==> src/rtl/nsc_pkg.sv <==
package nsc_pkg;

    parameter int NIB_W = 4;

    typedef struct packed {
        logic             valid;
        logic [NIB_W-1:0] nib;
        logic             cmd;
        logic             esc;
    } nsc_out_t;

endpackage

==> src/rtl/nsc_prng.sv <==
module nsc_prng #(
    parameter int GEN_W = 10,
    parameter int TAP_B = 7,
    parameter int STEPS = 4
) (
    input  logic             clk,
    input  logic             rst,
    input  logic             advance,
    input  logic             reload,
    output logic [STEPS-1:0] key,
    output logic [GEN_W-1:0] state
);
    localparam logic [GEN_W-1:0] SEED = {GEN_W{1'b1}};

    logic [GEN_W-1:0] gen_d, gen_q;
    logic [GEN_W-1:0] walk;

    always_comb begin
        walk = gen_q;
        for (int i = 0; i < STEPS; i++) begin
            walk = {walk[GEN_W-2:0], walk[GEN_W-1] ^ walk[TAP_B-1]};
        end
        gen_d = gen_q;
        if (reload) begin
            gen_d = SEED;
        end else if (advance) begin
            gen_d = walk;
        end
    end

    always_ff @(posedge clk) begin
        if (rst) begin
            gen_q <= SEED;
        end else begin
            gen_q <= gen_d;
        end
    end

    assign key   = gen_q[GEN_W-1 -: STEPS];
    assign state = gen_q;

    AST_RELOAD_SEED: assert property (@(posedge clk) disable iff (rst)
        reload |=> (gen_q == SEED)) else $error("reload did not seed");
    AST_NEVER_ZERO: assert property (@(posedge clk) disable iff (rst)
        gen_q != '0) else $error("generator locked at zero");

endmodule

==> src/rtl/nsc_esc_track.sv <==
module nsc_esc_track (
    input  logic clk,
    input  logic rst,
    input  logic accept,
    input  logic is_esc,
    output logic pair
);
    logic prev_d, prev_q;

    always_comb begin
        prev_d = prev_q;
        if (accept) begin
            prev_d = is_esc;
        end
    end

    always_ff @(posedge clk) begin
        if (rst) begin
            prev_q <= 1'b0;
        end else begin
            prev_q <= prev_d;
        end
    end

    assign pair = accept & is_esc & prev_q;

    AST_PAIR_AFTER_ESC: assert property (@(posedge clk) disable iff (rst)
        pair |-> ($past(accept && is_esc) || !$past(accept))) else $error("pair without escape");

endmodule

==> src/rtl/nsc_period.sv <==
module nsc_period #(
    parameter int GEN_W = 10
) (
    input  logic clk,
    input  logic rst,
    input  logic accept,
    input  logic reload,
    output logic wrap
);
    localparam int PERIOD = (1 << GEN_W) - 1;
    localparam int CNT_W  = $clog2(PERIOD + 1);

    logic [CNT_W-1:0] cnt_d, cnt_q;
    logic             wrap_d, wrap_q;

    always_comb begin
        cnt_d  = cnt_q;
        wrap_d = 1'b0;
        if (accept) begin
            if (reload) begin
                cnt_d = '0;
            end else if (cnt_q == CNT_W'(PERIOD - 1)) begin
                cnt_d  = '0;
                wrap_d = 1'b1;
            end else begin
                cnt_d = cnt_q + 1'b1;
            end
        end
    end

    always_ff @(posedge clk) begin
        if (rst) begin
            cnt_q  <= '0;
            wrap_q <= 1'b0;
        end else begin
            cnt_q  <= cnt_d;
            wrap_q <= wrap_d;
        end
    end

    assign wrap = wrap_q;

    AST_WRAP_SINGLE: assert property (@(posedge clk) disable iff (rst)
        wrap_q |=> !wrap_q) else $error("wrap longer than one cycle");

endmodule

==> src/rtl/nibble_scrambler.sv <==
module nibble_scrambler #(
    parameter int GEN_W = 10,
    parameter int TAP_B = 7
) (
    input  logic       clk,
    input  logic       rst,
    input  logic       in_valid,
    output logic       in_ready,
    input  logic [3:0] in_nib,
    input  logic       in_cmd,
    input  logic       in_esc,
    output logic       out_valid,
    input  logic       out_ready,
    output logic [3:0] out_nib,
    output logic       out_cmd,
    output logic       out_esc,
    output logic       wrap_o
);
    import nsc_pkg::*;

    nsc_out_t         o_d, o_q;
    logic             accept;
    logic             is_esc;
    logic             reload;
    logic [NIB_W-1:0] key;
    logic [GEN_W-1:0] gen_state;

    assign in_ready = !o_q.valid || out_ready;
    assign accept   = in_valid && in_ready;
    assign is_esc   = in_cmd && in_esc;

    nsc_esc_track u_esc (
        .clk    (clk),
        .rst    (rst),
        .accept (accept),
        .is_esc (is_esc),
        .pair   (reload)
    );

    nsc_prng #(.GEN_W(GEN_W), .TAP_B(TAP_B), .STEPS(NIB_W)) u_gen (
        .clk     (clk),
        .rst     (rst),
        .advance (accept),
        .reload  (reload),
        .key     (key),
        .state   (gen_state)
    );

    nsc_period #(.GEN_W(GEN_W)) u_per (
        .clk    (clk),
        .rst    (rst),
        .accept (accept),
        .reload (reload),
        .wrap   (wrap_o)
    );

    always_comb begin
        o_d = o_q;
        if (accept) begin
            o_d.valid = 1'b1;
            o_d.nib   = in_cmd ? in_nib : (in_nib ^ key);
            o_d.cmd   = in_cmd;
            o_d.esc   = is_esc;
        end else if (out_ready) begin
            o_d.valid = 1'b0;
        end
    end

    always_ff @(posedge clk) begin
        if (rst) begin
            o_q <= '0;
        end else begin
            o_q <= o_d;
        end
    end

    assign out_valid = o_q.valid;
    assign out_nib   = o_q.nib;
    assign out_cmd   = o_q.cmd;
    assign out_esc   = o_q.esc;

    AST_STALL_HOLD: assert property (@(posedge clk) disable iff (rst)
        (out_valid && !out_ready) |=> (out_valid && $stable(out_nib) && $stable(out_cmd) && $stable(out_esc)))
        else $error("output moved while stalled");
    AST_CMD_PASS: assert property (@(posedge clk) disable iff (rst)
        (accept && in_cmd) |=> (out_cmd && out_nib == $past(in_nib))) else $error("command altered");
    AST_WRAP_AT_SEED: assert property (@(posedge clk) disable iff (rst)
        wrap_o |-> (gen_state == {GEN_W{1'b1}})) else $error("wrap off seed");
    AST_ESC_TAGGED: assert property (@(posedge clk) disable iff (rst)
        (out_valid && out_esc) |-> out_cmd) else $error("untagged escape");

endmodule

==> config.mk <==
export PLATFORM = sky130hd
export DESIGN_NAME = nibble_scrambler
export DESIGN_NICKNAME = d
export VERILOG_FILES = /design/src/rtl/nsc_pkg.sv /design/src/rtl/nsc_prng.sv /design/src/rtl/nsc_esc_track.sv /design/src/rtl/nsc_period.sv /design/src/rtl/nibble_scrambler.sv
export SDC_FILE = /design/constraint.sdc
export NUM_CORES = 1
export LEC_CHECK = 0
export ABC_AREA = 0
export BUFFER_PORTS_ARGS = -buffer_cell sky130_fd_sc_hd__buf_2
export CORE_MARGIN = 3
export CORE_UTILIZATION = 58
export CTS_CLUSTER_DIAMETER = 150
export CTS_CLUSTER_SIZE = 10
export DETAILED_ROUTE_END_ITERATION = 6
export HOLD_SLACK_MARGIN = 0.12
export MAX_ROUTING_LAYER = met4
export PLACE_DENSITY = 0.88
export SYNTH_ARGS = -nofsm -noshare
export SYNTH_HDL_FRONTEND = slang
export SYNTH_SLANG_ARGS = --single-unit
==> constraint.sdc <==
create_clock -name clk -period 2.4 [get_ports clk]
set_input_delay 0.72 -clock clk [delete_from_list [all_inputs] [get_ports clk]]
set_output_delay 0.72 -clock clk [all_outputs]
set_load 0.005 [all_outputs]
# Yosys cells after proc, flatten, opt, wreduce, memory -nomap -nowiden
# Cells that the tools add are included.
# Widths: inputs -> output; s select.
[word_totals]
ff_bits = 28
elab_cells = 30
output_inout_bits = 9
[classes]
bitwise = 8
reduce_logical = 7
mux = 6
eq_ne = 1
addsub = 1
[op_table]
columns = ["operator", "n"]
rows = [
  ["$mux 10", 2],
  ["$add 10x1->10 const B", 1],
  ["$eq 10x10->1 const B", 1],
  ["$mux 4", 1],
  ["$xor 1x1->1", 4],
  ["$xor 4x4->4", 1],
  ["$mux 1", 3],
  ["$reduce_or 3->1", 1],
  ["$and 1x1->1", 2],
  ["$logic_and 1x1->1", 2],
  ["$reduce_bool 2->1", 1],
  ["$reduce_or 2->1", 1],
  ["$logic_not 1->1", 1],
  ["$logic_or 1x1->1", 1],
  ["$not 1->1", 1],
]

# Logic depth before layout (Yosys ltp)
# Gate-level depths: netlist (run 1).
[logic_depth]
depth_word = 6
mapped_depth = 6
depth_no_buf = 6

# Modules after synthesis
# A second synthesis (run 1) with hierarchy kept.
[hier_totals]
hier_cells = 142
hier_area_um2 = 1345.0
[by_module_without_submodules]
columns = ["mod", "seq_area_each_um2", "area_per_inst_um2", "cells_each", "instances"]
rows = [
  ["nsc_period", 220.2, 520.5, 57, 1],
  ["nsc_prng", 200.2, 460.4, 46, 1],
  ["nibble_scrambler", 140.1, 322.8, 35, 1],
  ["nsc_esc_track", 20.0, 41.3, 4, 1],
]

# Worst setup path before layout (run 1)
# OpenSTA, ideal clock, no wires.
[synth_path]
kind = "input -> register"
from = "in out_ready"
to = "reg u_gen.gen_q[0] (netlist: u_gen.state[0])"
setup_time_ns = 0.136
stages = 6
n_path_buf = 2
required_ns = 2.264
arrival_ns = 1.575
path_slack_ns = 0.689
cell_sequence = "nand2b_1 -> buf_6 -> and2_4 -> buf_6 -> a21oi_4 -> o211ai_1"
[synth_via]
elab_chain_cells = 5
[synth_lines]
columns = ["item", "line", "text"]
rows = [
  ["start: declaration", "nibble_scrambler.sv:13", "input logic out_ready,"],
  ["$logic_or 1x1->1 (*)", "nibble_scrambler.sv:28", "assign in_ready = !o_q.valid || out_ready;"],
  ["named net in_ready", "nibble_scrambler.sv:8", "output logic in_ready,"],
  ["$logic_and 1x1->1 (*)", "nibble_scrambler.sv:29", "assign accept = in_valid && in_ready;"],
  ["$and 1x1->1 (2 in series)", "nsc_esc_track.sv:25", "assign pair = accept & is_esc & prev_q;"],
  ["$reduce_or 2->1 (no source line)", "-", ""],
  ["end signal: assignment", "nsc_prng.sv:35", "gen_q <= gen_d;"],
  ["end: declaration", "nsc_prng.sv:15", "logic [GEN_W-1:0] gen_d, gen_q;"],
]
# Mark *: on every way through the listed nets, which the timed path passes. The rest lies on a longest branch.
# A chain may end at the register's enable or synchronous reset.

# Worst setup path in the final report (run 1)
[layout_path]
from = "in out_ready"
to = "out in_ready"
[layout_via]
elab_chain_cells = 1
[layout_lines]
columns = ["item", "line"]
rows = [
  ["$logic_or 1x1->1", "nibble_scrambler.sv:28"],
  ["end: declaration", "nibble_scrambler.sv:8"],
]
# Every way passes these cells.

==> run summary, run 1 <==
Outcome -> complete, no violations
Routed Antenna Nets -> 0
Clock buffer depth -> 2
Critical path launch point type -> input pin
CP dominant cell by count -> buf_2
Fin crit period -> 2.02 ns
Starting Density -> 0.659
Worst-skew pair later-pin latency -> 0.31 ns
# hold bufs at CTS -> 0
Clk_skew -> 0.00370 ns
CP Class -> in2out
Clock root cell -> clkbuf_4
RSZ-0062 raised after global routing -> no
Syn Area/Cell -> 8.93 um^2
MaxCap Viol Count -> 0
Core region area -> 1860 um^2
Via count -> 956
Post-CTS sizing -> 0
Mapped cell area -> 1220 um^2
Largest cells by area after synthesis -> dfxtp_1, xnor2_1, nand2_1, nand3_1, xor2_1
Largest net degree at the start of global routing -> 21
First-pass DRT Iterations -> 4
# port buffers -> 18
Pwr Density -> 601 nW/um^2
Ratio of cells with drive above 1 in the final layout -> 0.190
TritonCTS Sinks -> 28
Drt drc -> 0
Core Util, Final -> 0.719
Period utilisation layout -> 0.840
RR Endpoint -> u_per.cnt_q[1]
Setup Viol. Count Final -> 0
Max FO, Critical Path -> 10
Worst Hold Depth -> 2
Crit path DAT -> 1.30 ns
CTS clk-pin slew, worst paths -> 0.13 ns
Leakage -> 0.000557 uW
Final setup TNS -> 0 ns
Synth warn -> 0
Min-Delay Path Class -> reg2reg
Worst-margin pin slew -> 0.435 ns
Final WL -> 2040 um
CP Capture Type -> output pin
Via density -> 5.37
N_diodes -> 0
Synth top cells by count -> dfxtp_1, nand2_1, nand3_1, nor2_1, xnor2_1
Syn Nets -> 149
Vias in the first global route -> 825
Fin Hold WS -> 0.470 ns
Final slew viol count -> 0
Initial antenna violation count -> 0
# fillers -> 131
Endpoints failing hold -> 0
Reg2reg path depth -> 6
Overflow after GRT -> 0
FFs w/ async S/R, synth -> 0
Crit-path slowest cell -> nand2b_1
CTS tree -> done
VDD IR max -> 0.000610 V
Gpl congestion -> 0.854
Post-synthesis cell type count -> 29
Max incr delay on CP -> 0.28 ns
H-Tree Depth -> 1
Most instantiated library cell after synthesis -> dfxtp_1
Hold Crit Endpoint -> out_cmd
Synth top area share -> 0.458
First-pass GRT wire length -> 3450 um
Final nets -> 167
Min-delay src -> out_cmd
GRT Total Usage -> 0.173
Placed wire-length estimate -> 1540 um
Overall die width -> 51.9 um
Die Y -> 51.9 um
Required time of the critical path -> 1.68 ns
IO Pins -> 19
Synth area leader -> dfxtp_1
Seq/Total Area, Yosys -> 0.458
Total die area -> 2700 um^2
Post-synth EDFFs -> 0
Drt initial violations -> 23
Slew headroom -> 0.710
Commonest register cell after synthesis -> dfxtp_1
Crit path cell chain -> buf_2 > nand2b_1 > buf_2
Setup bufs post-CTS -> 0
Seq cells post-synth -> 28
CTS Buf Count -> 3
Synth Instances -> 137
DR WL/cell -> 11.5 um
FMAX -> 496 MHz
FP Rows -> 15
Area Overhead vs Synth -> 9.20%
FF-to-FF setup slack -> 0.83 ns
Startpoint of the worst register-to-register path -> u_per.cnt_q[0]
==> worst max-delay path, delay by kind of cell <==
| family | cells | cell delay, ns |
|---|---|---|
| buffers and inverters | 2 | 0.30 |
| and+or+nand+nor | 1 | 0.28 |
==> through the flow <==
stage	instance area (um^2)	worst slack [ns]	power, uW	cells
final	1340	0.383	803	178
after global routing	1340	0.336	846	178
after CTS	1340	0.387	814	178
after detailed placement	1310	0.387	635	175
after global placement	1310	0.396	629	175
after floorplan	1220	0.689	604	137
==> cells in the final DEF, fill, tap and decap left out, types with 2 or more instances in the layout <==
cell,instances
dfxtp_1,28
nand2_1,20
buf_2,18
nand3_1,13
nor2_1,11
xnor2_1,9
a21oi_1,5
a211oi_1,5
xor2_1,5
o211ai_1,4
nor2b_1,4
and3_1,3
o21ai_0,3
or3_1,3
clkbuf_4,3
inv_1,2
nand2_2,2
and4_1,2
nand4_1,2
ha_1,2
==> logic make-up (layout without fill, tap and decap cells) <==
group | Yosys count | count (layout) | synth area share
AND/OR/NAND/NOR | 64 | 64 | 0.261
flip-flops | 28 | 28 | 0.458
AO/OA/AOI/OAI | 21 | 21 | 0.123
XOR/XNOR | 14 | 14 | 0.100
adder cells (fa/ha/maj) | 2 | 2 | 0.0204
buffers and inverters | 8 | 24 | 0.0378
==> report_power, final <==
group / internal [uW] / total, uW / switching [uW]
Sequential: 492 / 513 / 20.3
Combinational: 52.3 / 111 / 58.7
Clock: 58.8 / 179 / 121
Total: 603 / 803 / 200
==> registers in the layout, indices dropped and copies added (netlist names) <==
register     count
out_valid        1
out_cmd          1
out_nib          4
u_gen.state     10
u_per.cnt_q     10
out_esc          1
u_per.wrap       1
==> worst max path at each step <==
stage | from | slack [ns] | cells past startpoint | end
2_1_floorplan | out_ready | 0.69 | 6 | u_gen.state[0]
3_3_place_gp | out_ready | 0.40 | 3 | in_ready
3_5_place_dp | out_ready | 0.39 | 3 | in_ready
4_1_cts | out_ready | 0.39 | 3 | in_ready
5_1_grt | out_ready | 0.34 | 3 | in_ready
6_report | out_ready | 0.38 | 3 | in_ready
==> layout make-up <==
type                            instances  area (um^2)  share of cell area
Sequential cell                        28          561               0.419
Clock buffer                            3         22.5              0.0169
Inverter                                2         7.51             0.00562
Tap cell                               25         31.3              0.0234
Multi-Input combinational cell        101          617               0.462
Timing Repair Buffer                   19         97.6              0.0730
==> per-layer routing <==
layer,part of all wire,global-route usage,vias to the layer above
met5,0,-,-
met3,0.049,0.0602,2
met1,0.47,0.211,434
met2,0.48,0.276,18
met4,0.0069,0.0393,0
li1,-,-,502
Note: power is estimated with default switching activity, not from simulation.
==> run 2: changes to the inputs <==
--- a/config.mk
+++ b/config.mk
@@ -8,13 +8,13 @@
 export ABC_AREA = 0
 export BUFFER_PORTS_ARGS = -buffer_cell sky130_fd_sc_hd__buf_2
 export CORE_MARGIN = 3
-export CORE_UTILIZATION = 58
+export CORE_UTILIZATION = 54
 export CTS_CLUSTER_DIAMETER = 150
 export CTS_CLUSTER_SIZE = 10
 export DETAILED_ROUTE_END_ITERATION = 6
 export HOLD_SLACK_MARGIN = 0.12
 export MAX_ROUTING_LAYER = met4
-export PLACE_DENSITY = 0.88
+export PLACE_DENSITY = 0.83
 export SYNTH_ARGS = -nofsm -noshare
 export SYNTH_HDL_FRONTEND = slang
 export SYNTH_SLANG_ARGS = --single-unit
==> constraint.sdc (replaced) <==
create_clock -name clk -period 1.9 [get_ports clk]
set_input_delay 0.57 -clock clk [delete_from_list [all_inputs] [get_ports clk]]
set_output_delay 0.57 -clock clk [all_outputs]
set_load 0.005 [all_outputs]
==> run 2 against run 1 <==
Compared with the run above: via count up 4.0%; critical path depth up 4; clock skew up 0.017 ns; setup slack worse by 0.082 ns; power up 48%; first-iteration DRC count down 43%; sequential power up 26%; register-to-register slack worse by 0.53 ns.
==> run summary, run 2 (same netlist as run 1, synthesis figures left out) <==
Overall die width -> 53.6 um (+3.2%)
Internal -> 904 uW (+50%)
Drt drc -> 0 (unchanged)
Die Y -> 53.6 um (+3.2%)
# port buffers -> 18 (unchanged)
Ratio of cells with drive above 1 in the final layout -> 0.205 (+0.0156)
TritonCTS Sinks -> 28 (unchanged)
Vias in the first global route -> 898 (+8.8%)
Routed Antenna Nets -> 0 (unchanged)
Design Area, Final -> 1380 um^2 (+3.6%)
Setup bufs post-CTS -> 0 (unchanged)
Register area -> 561 um^2 (unchanged)
Pwr Density -> 857 nW/um^2 (+43%)
Clock Power Share -> 0.330 (+0.107)
Worst-margin pin slew -> 0.273 ns (-0.162 ns)
IO Pins -> 19 (unchanged)
Area Overhead vs Synth -> 13.1%
Largest net degree at the start of global routing -> 21 (unchanged)
Flop pwr share -> 0.546 (-0.092)
CP Capture Type -> flip-flop
GRT Total Usage -> 0.185 (+0.0111)
Total die area -> 2870 um^2 (+6.6%)
VDD IR max -> 0.000759 V (+24%)
Via density -> 5.43 (+1.1%)
DR WL/cell -> 12.4 um (+8.4%)
# hold bufs at CTS -> 0 (unchanged)
Starting Density -> 0.593 (-0.0651)
Leakage -> 0.000581 uW (+4.2%)
Crit path cell chain -> inv_1 > ha_1 > and4_1 > a31oi_1 > o21bai_2 > buf_4 > a211oi_1
CTS tree -> done
Final WL -> 2280 um (+11%)
CP Class -> reg2reg
Gpl congestion -> 0.816 (-4.5%)
Worst-skew pair later-pin latency -> 0.34 ns (+0.03 ns)
Clock root cell -> clkbuf_4
Min-Delay Path Class -> reg2reg
CTS clk-pin slew, worst paths -> 0.16 ns (+0.03 ns)
Area of the multi-input gates -> 617 um^2 (unchanged)
MaxCap Viol Count -> 0 (unchanged)
Placed Instance Area -> 1330 um^2 (+1.3%)
Core region area -> 2060 um^2 (+11%)
Crit path DAT -> 1.85 ns (+0.55 ns)
Clock buffer depth -> 2 (unchanged)
H-Tree Depth -> 1 (unchanged)
FP Rows -> 16 (+1)
Outcome -> complete, no violations
Comb power frac -> 0.123 (-0.015)
Slew headroom -> 0.817 (+0.108)
Clk_skew -> 0.0207 ns (+0.0170 ns)
Post-CTS sizing -> 0 (unchanged)
Final slew viol count -> 0 (unchanged)
Commonest non-fill, non-tap cells in the layout -> dfxtp_1, nand2_1, buf_2
Commonest non-fill, non-tap cell in the layout -> dfxtp_1
Final setup TNS -> 0 ns (unchanged)
# fillers -> 165 (+26%)
Required time of the critical path -> 2.16 ns (+0.48 ns)
Setup Viol. Count Final -> 0 (unchanged)
Psw -> 282 uW (+41%)
Critical path launch point type -> flip-flop
Switching Share -> 0.238 (-0.0109)
Via count -> 994 (+4.0%)
Drt initial violations -> 13 (-43%)
Max FO, Critical Path -> 10 (unchanged)
CTS Buf Count -> 3 (unchanged)
Placed wire-length estimate -> 1690 um (+9.9%)
Period utilisation layout -> 0.841
Pre-CTS setup slack -> 0.250 ns (-0.137 ns)
First-pass DRT Iterations -> 4 (unchanged)
Final nets -> 169 (+1.2%)
WP buf/inv -> 2 (unchanged)
Max incr delay on CP -> 0.44 ns (+0.16 ns)
RSZ-0062 raised after global routing -> no
Initial antenna violation count -> 0 (unchanged)
Endpoints failing hold -> 0 (unchanged)
Crit-path slowest cell -> dfxtp_1
Overflow after GRT -> 0 (unchanged)
First-pass GRT wire length -> 3730 um (+8.2%)
FMAX -> 625 MHz
Top delay family on crit path -> compound AO/OA/AOI/OAI gates
Fin crit period -> 1.60 ns
N_diodes -> 0 (unchanged)
Slack of the critical path -> 0.301 ns (-0.0819 ns)
## run 2: cell types whose count changed in the layout (fill, tap and decap cells not counted), sizes merged
cell / previous run / this run
bufinv: 0 / 1
buf: 19 / 21
## run 2: through the flow
step                      power [uW]  hold slack [ns]   util  instances
after floorplan                  763            0.439      -        137
after global placement           799            0.442  0.646        179
after detailed placement         808            0.449  0.646        179
after CTS                       1200            0.471  0.671        183
after global routing            1240            0.479  0.671        183
final                           1190            0.474  0.671        183
## run 2: path summary, 6_finish.rpt
| check | slack, ns | from | depth (start not counted) | to |
|---|---|---|---|---|
| hold / removal | 0.47 | out_cmd | 2 | out_cmd |
| setup reg to reg | 0.30 | u_per.cnt_q[0] | 7 | u_per.cnt_q[1] |
| hold reg to reg | 0.47 | out_cmd | 2 | out_cmd |
| setup / recovery | 0.30 | u_per.cnt_q[0] | 7 | u_per.cnt_q[1] |
## run 2: final cells by class
class,count,share of cell area
multi-input cells,101,0.446
flip-flops and latches,28,0.405
repair buffers,21,0.0814
well taps,27,0.0244
clock inverters,1,0.0217
clock buffers,3,0.0163
inverters,2,0.00542
## run 2: power by group through the flow
stage | logic, uW | registers [uW] | clock network (uW)
floorplan | 105 | 657 | 0
global placement | 140 | 659 | 0
detailed placement | 147 | 661 | 0
CTS | 148 | 648 | 402
global route | 163 | 654 | 427
finish | 146 | 648 | 392
## run 2: worst min-delay path: stages, from the launching register on
cell and delay [ns]:
dfxtp_1 0.35, nand2_1 0.05, a21oi_1 0.05
## run 2: layer usage
| metal | routed length, um | track usage | up-vias |
|---|---|---|---|
| met3 | 80 | 0.0582 | 5 |
| met1 | 1040 | 0.206 | 470 |
| met4 | 32 | 0.0638 | 0 |
| li1 | - | - | 507 |
| met5 | 0 | - | - |
| met2 | 1130 | 0.310 | 12 |
